<file path="src/rtl/tpc_pkg.sv">
package tpc_pkg;
  localparam int REG_W        = 16;
  localparam int DLY_W        = 4;
  localparam int DLY_LSB      = 0;
  localparam int IMM_BIT      = 4;
  localparam int ARM_BIT      = 5;
  localparam int MODE_BIT     = 7;
  localparam int PEND_IMM_BIT = 8;
  localparam int PEND_ARM_BIT = 9;

  typedef enum logic [1:0] {
    SEQ_IDLE = 2'd0,
    SEQ_WAIT = 2'd1,
    SEQ_HIGH = 2'd2
  } seq_state_e;
endpackage

</file>
<file path="src/rtl/tpc_start_sync.sv">
module tpc_start_sync #(
  parameter bit SAMPLE_ON_FALL = 1'b0
) (
  input  logic clk,
  input  logic rst,
  input  logic accept_in,
  input  logic period_in,
  output logic start
);
  logic acc_q;
  logic per_q;

  generate
    if (SAMPLE_ON_FALL) begin : g_fall
      always_ff @(negedge clk) begin
        if (rst) begin
          acc_q <= 1'b0;
          per_q <= 1'b0;
        end else begin
          acc_q <= accept_in;
          per_q <= period_in;
        end
      end
    end else begin : g_rise
      always_ff @(posedge clk) begin
        if (rst) begin
          acc_q <= 1'b0;
          per_q <= 1'b0;
        end else begin
          acc_q <= accept_in;
          per_q <= period_in;
        end
      end
    end
  endgenerate

  assign start = acc_q & per_q;
endmodule

</file>
<file path="src/rtl/tpc_ctrl_reg.sv">
module tpc_ctrl_reg
  import tpc_pkg::*;
(
  input  logic             clk,
  input  logic             rst,
  input  logic             wr_en,
  input  logic [REG_W-1:0] wr_data,
  input  logic             pulse_done,
  output logic [DLY_W-1:0] delay,
  output logic             single_mode,
  output logic             imm_pend,
  output logic             arm_pend,
  output logic [REG_W-1:0] rd_data
);
  localparam logic [REG_W-1:0] FLAG_MASK =
    (REG_W'(1) << PEND_IMM_BIT) | (REG_W'(1) << PEND_ARM_BIT);

  logic [REG_W-1:0] store_q;

  always_ff @(posedge clk) begin
    if (rst) begin
      store_q <= '0;
    end else if (wr_en) begin
      store_q <= wr_data & ~FLAG_MASK;
    end
  end

  // set beats clear when both land on one edge
  always_ff @(posedge clk) begin
    if (rst) begin
      imm_pend <= 1'b0;
    end else if (wr_en && wr_data[IMM_BIT]) begin
      imm_pend <= 1'b1;
    end else if (pulse_done) begin
      imm_pend <= 1'b0;
    end
  end

  always_ff @(posedge clk) begin
    if (rst) begin
      arm_pend <= 1'b0;
    end else if (wr_en && wr_data[ARM_BIT]) begin
      arm_pend <= 1'b1;
    end else if (pulse_done) begin
      arm_pend <= 1'b0;
    end
  end

  assign delay       = store_q[DLY_LSB +: DLY_W];
  assign single_mode = store_q[MODE_BIT];

  always_comb begin
    rd_data               = store_q;
    rd_data[PEND_IMM_BIT] = imm_pend;
    rd_data[PEND_ARM_BIT] = arm_pend;
  end
endmodule

</file>
<file path="src/rtl/tpc_sequencer.sv">
module tpc_sequencer
  import tpc_pkg::*;
#(
  parameter int PULSE_TICKS = 1
) (
  input  logic             clk,
  input  logic             rst,
  input  logic             launch,
  input  logic [DLY_W-1:0] delay,
  output logic             pulse,
  output logic             done
);
  localparam int WC_W = (PULSE_TICKS > 1) ? $clog2(PULSE_TICKS) : 1;
  localparam logic [WC_W-1:0] WC_LOAD = WC_W'(PULSE_TICKS - 1);

  seq_state_e       state_q;
  logic [DLY_W-1:0] dcnt_q;
  logic [WC_W-1:0]  wcnt_q;
  logic             pulse_q;

  always_ff @(posedge clk) begin
    if (rst) begin
      state_q <= SEQ_IDLE;
      dcnt_q  <= '0;
      wcnt_q  <= '0;
      pulse_q <= 1'b0;
    end else begin
      unique case (state_q)
        SEQ_IDLE: begin
          if (launch) begin
            if (delay == '0) begin
              state_q <= SEQ_HIGH;
              pulse_q <= 1'b1;
              wcnt_q  <= WC_LOAD;
            end else begin
              state_q <= SEQ_WAIT;
              dcnt_q  <= delay - 1'b1;
            end
          end
        end
        SEQ_WAIT: begin
          if (dcnt_q == '0) begin
            state_q <= SEQ_HIGH;
            pulse_q <= 1'b1;
            wcnt_q  <= WC_LOAD;
          end else begin
            dcnt_q <= dcnt_q - 1'b1;
          end
        end
        SEQ_HIGH: begin
          if (wcnt_q == '0) begin
            state_q <= SEQ_IDLE;
            pulse_q <= 1'b0;
          end else begin
            wcnt_q <= wcnt_q - 1'b1;
          end
        end
        default: begin
          state_q <= SEQ_IDLE;
          pulse_q <= 1'b0;
        end
      endcase
    end
  end

  assign pulse = pulse_q;
  assign done  = (state_q == SEQ_HIGH) && (wcnt_q == '0);
endmodule

</file>
<file path="src/rtl/trig_pulse_channel.sv">
module trig_pulse_channel
  import tpc_pkg::*;
#(
  parameter int PULSE_TICKS    = 1,
  parameter bit SAMPLE_ON_FALL = 1'b0
) (
  input  logic             clk,
  input  logic             rst,
  input  logic             trig_accept,
  input  logic             trig_period,
  input  logic             reg_wr,
  input  logic [REG_W-1:0] reg_wdata,
  output logic [REG_W-1:0] reg_rdata,
  output logic             pulse_out
);
  logic             ext_start;
  logic             pulse_done;
  logic [DLY_W-1:0] delay;
  logic             single_mode;
  logic             imm_pend;
  logic             arm_pend;
  logic             launch;

  tpc_start_sync #(.SAMPLE_ON_FALL(SAMPLE_ON_FALL)) u_sync (
    .clk       (clk),
    .rst       (rst),
    .accept_in (trig_accept),
    .period_in (trig_period),
    .start     (ext_start)
  );

  tpc_ctrl_reg u_reg (
    .clk         (clk),
    .rst         (rst),
    .wr_en       (reg_wr),
    .wr_data     (reg_wdata),
    .pulse_done  (pulse_done),
    .delay       (delay),
    .single_mode (single_mode),
    .imm_pend    (imm_pend),
    .arm_pend    (arm_pend),
    .rd_data     (reg_rdata)
  );

  // the sequencer itself ignores launch unless idle
  assign launch = imm_pend | (ext_start & (~single_mode | arm_pend));

  tpc_sequencer #(.PULSE_TICKS(PULSE_TICKS)) u_seq (
    .clk    (clk),
    .rst    (rst),
    .launch (launch),
    .delay  (delay),
    .pulse  (pulse_out),
    .done   (pulse_done)
  );
endmodule

</file>
<file path="config.mk">
export PLATFORM = sky130hd
export DESIGN_NAME = trig_pulse_channel
export DESIGN_NICKNAME = d
export VERILOG_FILES = /design/src/rtl/tpc_pkg.sv /design/src/rtl/tpc_start_sync.sv /design/src/rtl/tpc_ctrl_reg.sv /design/src/rtl/tpc_sequencer.sv /design/src/rtl/trig_pulse_channel.sv
export SDC_FILE = /design/constraint.sdc
export NUM_CORES = 1
export LEC_CHECK = 0
export BUFFER_PORTS_ARGS = -buffer_cell sky130_fd_sc_hd__buf_2
export CORE_MARGIN = 4
export CORE_UTILIZATION = 44
export CTS_CLUSTER_SIZE = 8
export DETAILED_ROUTE_END_ITERATION = 8
export PLACE_DENSITY = 0.71
export SLEW_MARGIN = 20
export SYNTH_ARGS = -nofsm -noshare
export SYNTH_HDL_FRONTEND = slang
export SYNTH_HIERARCHICAL = 1
export SYNTH_SLANG_ARGS = --single-unit
export TNS_END_PERCENT = 1
</file>
<file path="constraint.sdc">
create_clock -name clk -period 1.6 [get_ports clk]
set_input_delay 0.24 -clock clk [delete_from_list [all_inputs] [get_ports clk]]
set_output_delay 0.24 -clock clk [all_outputs]
set_load 0.02 [all_outputs]
</file>
Yosys cells after proc, flatten, opt, wreduce, memory -nomap -nowiden
Index checks and enable logic that the tools add are counted.
{"block": "totals", "regBits": 26, "latch_bits": 0, "ram_bits": 0, "mem_bits_ro": 0, "memories": 0}
{"block": "op_classes", "add_sub_neg": 3, "mul": 0, "n_div": 0, "order_cmp": 0, "eq_ne": 8, "shifts": 0, "muxes": 22, "bitwise_logic": 6, "n_reduce_logical": 14}
{"op": "$mux 4", "count": 3}
{"op": "$reduce_and 4->1", "count": 3}
{"op": "$mux 1", "count": 11}
{"op": "$logic_not 4->1", "count": 2}
{"op": "$mux 2", "count": 4}
{"op": "$ne 2x2->1 const B", "count": 4}
{"op": "$pmux 4 s2", "count": 1}
{"op": "$sub 4x1->4 const B", "count": 2}
{"op": "$pmux 1 s3", "count": 2}
{"op": "$pmux 2 s3", "count": 1}
{"op": "$reduce_bool 2->1", "count": 3}
{"op": "$ne 2x1->1 const B", "count": 2}
{"op": "$logic_and 1x1->1", "count": 3}
{"op": "$reduce_and 3->1", "count": 1}
{"op": "$reduce_bool 3->1", "count": 1}
{"op": "$and 1x1->1", "count": 2}
{"op": "$eq 2x1->1 const B", "count": 1}
{"op": "$eq 2x2->1 const B", "count": 1}
{"op": "$logic_not 2->1", "count": 1}
{"op": "$not 1->1", "count": 2}
{"op": "$or 1x1->1", "count": 2}
{"op": "$sub 1x1->1 const B", "count": 1}

Logic depth before layout (Yosys ltp)
{"block": "depth", "depth_word": 6, "depth_mapped": 7, "depth_no_buf": 6}

Hierarchy
The synthesis kept the hierarchy.
{"mod": "tpc_ctrl_reg", "n_inst": 1, "cells_each": 61, "area_each_um2": 634.4, "seq_area_each_um2": 320.3}
{"mod": "tpc_sequencer", "n_inst": 1, "cells_each": 43, "area_each_um2": 426.7, "seq_area_each_um2": 140.1}
{"mod": "tpc_start_sync", "n_inst": 1, "cells_each": 5, "area_each_um2": 58.8, "seq_area_each_um2": 40.0}
{"mod": "trig_pulse_channel", "n_inst": 1, "cells_each": 2, "area_each_um2": 13.8, "seq_area_each_um2": 0.0}

Worst setup path before layout
Ideal clock, no wire load.
{"block": "synth_path", "kind": "register to register", "startpoint": "register u_reg.arm_pend", "endpoint": "register u_seq.dcnt_q[3]", "arrival_time_ns": 1.454, "required_ns": 1.483, "path_slack_ns": 0.029, "stages_incl_launch_ff": 7, "n_path_buf": 0, "synth_period_minus_slack_ns": 1.571, "cell_sequence": "dfxtp_1 -> nand2b_1 -> a21o_1 -> or3b_4 -> o22ai_4 -> o21ai_2 -> a32o_1"}
{"block": "synth_via", "elab_chain_cells": 5}
{"item": "from (decl)", "line": "tpc_ctrl_reg.sv:12", "text": "output logic arm_pend,"}
{"item": "from (signal assigned)", "line": "tpc_ctrl_reg.sv:41", "text": "arm_pend <= 1'b0;"}
{"item": "from (signal assigned)", "line": "tpc_ctrl_reg.sv:43", "text": "arm_pend <= 1'b1;"}
{"item": "from (signal assigned)", "line": "tpc_ctrl_reg.sv:45", "text": "arm_pend <= 1'b0;"}
{"item": "$or 1x1->1", "line": "trig_pulse_channel.sv:46", "text": "assign launch = imm_pend | (ext_start & (~single_mode | arm_pend));"}
{"item": "$and 1x1->1", "line": "trig_pulse_channel.sv:46"}
{"item": "$or 1x1->1", "line": "trig_pulse_channel.sv:46"}
{"item": "net launch", "line": "trig_pulse_channel.sv:22", "text": "logic launch;"}
{"item": "$ne 2x2->1 (no line)"}
{"item": "$reduce_and 4->1 (no line)"}
{"item": "to (signal assigned)", "line": "tpc_sequencer.sv:37", "text": "dcnt_q <= delay - 1'b1;"}
{"item": "to (signal assigned)", "line": "tpc_sequencer.sv:47", "text": "dcnt_q <= dcnt_q - 1'b1;"}
{"item": "to (decl)", "line": "tpc_sequencer.sv:17", "text": "logic [DLY_W-1:0] dcnt_q;"}
The timed path passes the listed nets, and every way through them passes these cells.
A chain may end at the register's enable or synchronous reset.

Worst setup path in the final report
{"block": "layout_path", "startpoint": "register u_reg.store_q[1]", "endpoint": "register u_seq.dcnt_q[3]"}
{"block": "layout_via", "elab_chain_cells": 4, "word_cells_on_any_way": 7, "classes_between": "add/sub (1); eq/ne (1); mux (3); reduce/logical (2)"}
{"item": "from (decl)", "line": "tpc_ctrl_reg.sv:18", "text": "logic [REG_W-1:0] store_q;"}
{"item": "from (signal assigned)", "line": "tpc_ctrl_reg.sv:24", "text": "store_q <= wr_data & ~FLAG_MASK;"}
{"item": "$sub 4x1->4", "line": "tpc_sequencer.sv:37"}
{"item": "$mux 4", "line": "tpc_sequencer.sv:31", "text": "if (delay == '0) begin"}
{"item": "$mux 4", "line": "tpc_sequencer.sv:30", "text": "if (launch) begin"}
{"item": "$pmux 4 s2", "line": "tpc_sequencer.sv:28", "text": "unique case (state_q)"}
Several ways; a longest one is shown, not always the timed one. The select of a mux whose other input is x is not followed.

==> key figures <==
Route
  • Total wire length: 2.38 mm
  • Via Count: 909
  • DRC viols: 0
  • Met2 routed WL: 1.18 mm
  • Initial DRC count: 23
  • Pre-antenna DRT Iters: 4
  • Post-DR vias/cell: 5.08
  • Max layer used: met4
  • Post-route ant nets: 0
  • Metal3 WL: 135 microns
  • Wire per inst: 13.3 microns
  • Wire length on met1: 1.01 mm

Synthesis
  • Synthesized area per cell: 10.2 sq um
  • Yosys cell types: 36
  • Most used DFF post-synth: dfxtp_1
  • Post-Syn Area: 1130 sq um
  • List of most frequent post-synthesis cells: dfxtp_1, nor2_1, mux2i_1, buf_4, nand2b_1
  • Largest area contributor in the netlist: dfxtp_1
  • Ys async rst share: 0
  • Syn Inst Count: 111
  • Top-area cell type share of the netlist area: 0.442
  • Syn nets: 133
  • Area contributors post-synth: dfxtp_1, mux2i_1, nor2_1
  • Most frequent cell after synthesis: dfxtp_1
  • EDFF count, synth: 0
  • Seq/Total Area, Yosys: 0.442
  • Yosys reg bits: 25
  • Syn. warnings: 6

STA
  • F_max: 640 MHz
  • Final WS setup: 0.0370 ns
  • Number of hold violations in the final report: 0
  • Rel. slew slack: 0.672
  • Final setup fails: 0
  • Slew @ Worst Pin: 0.487 ns
  • Period minus WS final: 1.56 ns
  • Clock Skews: 0.00187 ns
  • RSZ-0062 raised after global routing: true
  • Final Cycle Share: 0.977
  • Slew Viols, Final: 0

Finish
  • N_diodes: 0
  • Core Util, Final: 0.558
  • Layout Nets: 172
  • Layout cell share with drive strength beyond 1: 0.423
  • Layout area overhead: 21.9%

Clocking
  • CTS max path bufs: 2
  • CTS tree: built
  • Root Buffer: clkbuf_4
  • CTS H-tree lvls: 1
  • Worst-Skew Late Latency: 0.32 ns
  • TritonCTS buffer count: 3
  • Hold buffer count at CTS: 0
  • CTS sink count: 25
  • Reg clk slew, reported paths: 0.13 ns

Place
  • Gpl congestion: 0.741
  • Hpwl dp: 1.84 mm
  • Post-place setup slack: 0.0411 ns
  • Input/output buffers: 35

GRT
  • Vias in the first global route: 897
  • GR Overflow Total: 0
  • First-pass GRT wire length: 3.98 mm
  • Largest net degree at the start of global routing: 25
  • Initial antenna violation count: 0
  • Total GRT Usage: 0.155

Critical path
  • Worst setup SP type: flip-flop
  • CP arrival: 1.79 ns
  • Crit-path slowest cell: nor4_2
  • CP required: 1.83 ns
  • CP Max Fanout: 3
  • CP bufs+invs: 2
  • Setup CP Type: flip-flop to flip-flop
  • CP top delay family: simple AND/OR/NAND/NOR gates
  • Worst Setup End Kind: flip-flop
  • CP cell instances: nor4_2 -> o22ai_4 -> buf_6 -> buf_4 -> a32o_1
  • CP max stage delay: 0.49 ns
  • Crit path depth: 5
  • Worst reg-to-reg path cell count: 5

Power
  • Max rail drop VDD: 0.000655 V
  • Leakage: 0.679 nW
  • Pwr dens: 985 nW/um^2
  • Pwr Total: 1.36 mW

Floorplan
  • Initial core utilization: 0.458
  • Die Width: 58.8 microns
  • Placement row count: 18
  • Die height: 58.8 microns
  • Full die area: 3450 sq um
  • Core area: 2480 sq um
  • Top-Level Pins: 38

Min path
  • Hold path depth: 2
  • HP Class: input port to flip-flop

Flow run
  • Max-Cap Viols: 0

Run status
  • Status: finished, final reports clean
[worst register-to-register path, delay by kind of cell, from the launching register on]
family,cells,cell delay (ns)
and+or+nand+nor,1,0.49
DFF,1,0.34
buffers and inverters,2,0.27
AOI/OAI and AO/OA,2,0.37
[where the power goes]
part	switching, mW	total, mW	internal (mW)
logic	0.178	0.356	0.177
registers	0.0474	0.722	0.675
clock network	0.185	0.283	0.0977
[through the flow]
step / instance area [sq um] / instances / setup TNS (ns) / hold WS [ns]
floorplan: 1130 / 111 / 0 / 0.309
global placement: 1320 / 174 / 0 / 0.455
detailed placement: 1320 / 174 / 0 / 0.461
CTS: 1350 / 178 / 0 / 0.114
global route: 1380 / 179 / -0.190 / 0.127
finish: 1380 / 179 / 0 / 0.121
[layer usage]
metal	track usage	vias to the layer above
li1	-	459
met1	0.166	420
met2	0.278	25
met3	0.0329	5
met4	0.0874	0
met5	0	-
[placed cells by master, fill, tap and decap left out, drive strengths merged, types with 3 or more instances in the layout]
master	n
nor2b	3
a21oi	5
clkbuf	4
buf	46
nor2	15
nand2	3
dfxtp	25
nor4	3
nor3	3
mux2i	14
nand2b	7
[sequential cells by signal, indices dropped and copies added (netlist names)]
| name | cells |
|---|---|
| u_reg/arm_pend | 1 |
| u_seq/state_q | 2 |
| u_sync/per_q | 1 |
| u_seq/dcnt_q | 4 |
| u_reg/imm_pend | 1 |
| u_reg/store_q | 14 |
| u_seq/pulse | 1 |
| u_sync/acc_q | 1 |
[path summary, 6_finish.rpt]
| kind | end | start | slack (ns) |
|---|---|---|---|
| max reg2reg | u_seq/dcnt_q[3]$_SDFFE_PP0P_ | u_reg/store_q[1]$_SDFFE_PP0P_ | 0.04 |
| min reg2reg | u_reg/store_q[5]$_SDFFE_PP0P_ | u_reg/store_q[5]$_SDFFE_PP0P_ | 0.49 |
| min | u_sync/acc_q$_SDFF_PP0_ | trig_accept | 0.12 |
| max | u_seq/dcnt_q[3]$_SDFFE_PP0P_ | u_reg/store_q[1]$_SDFFE_PP0P_ | 0.04 |
[timing repair]
action / in CTS / in global routing
setup endpoints to repair: 0 / 5
resized for setup: 0 / 7
buffers inserted: 0 / 1
[kinds of logic (layout without fill, tap and decap cells)]
| family | count (synthesis) | after routing | share of synthesized area |
|---|---|---|---|
| mux | 14 | 14 | 0.124 |
| compound gates | 15 | 15 | 0.107 |
| simple gates | 43 | 43 | 0.226 |
| buf+inv | 13 | 51 | 0.0905 |
| fa+ha+maj | 1 | 1 | 0.0110 |
| flops | 25 | 25 | 0.442 |
[cell type report]
type / instances / area, sq um
Inverter: 1 / 3.75
Sequential cell: 25 / 503
Tap cell: 30 / 37.5
Clock buffer: 4 / 26.3
Timing Repair Buffer: 46 / 265
Multi-Input combinational cell: 73 / 546
Fill cell: 245 / 1100
Power figures use the tool's default switching activity.
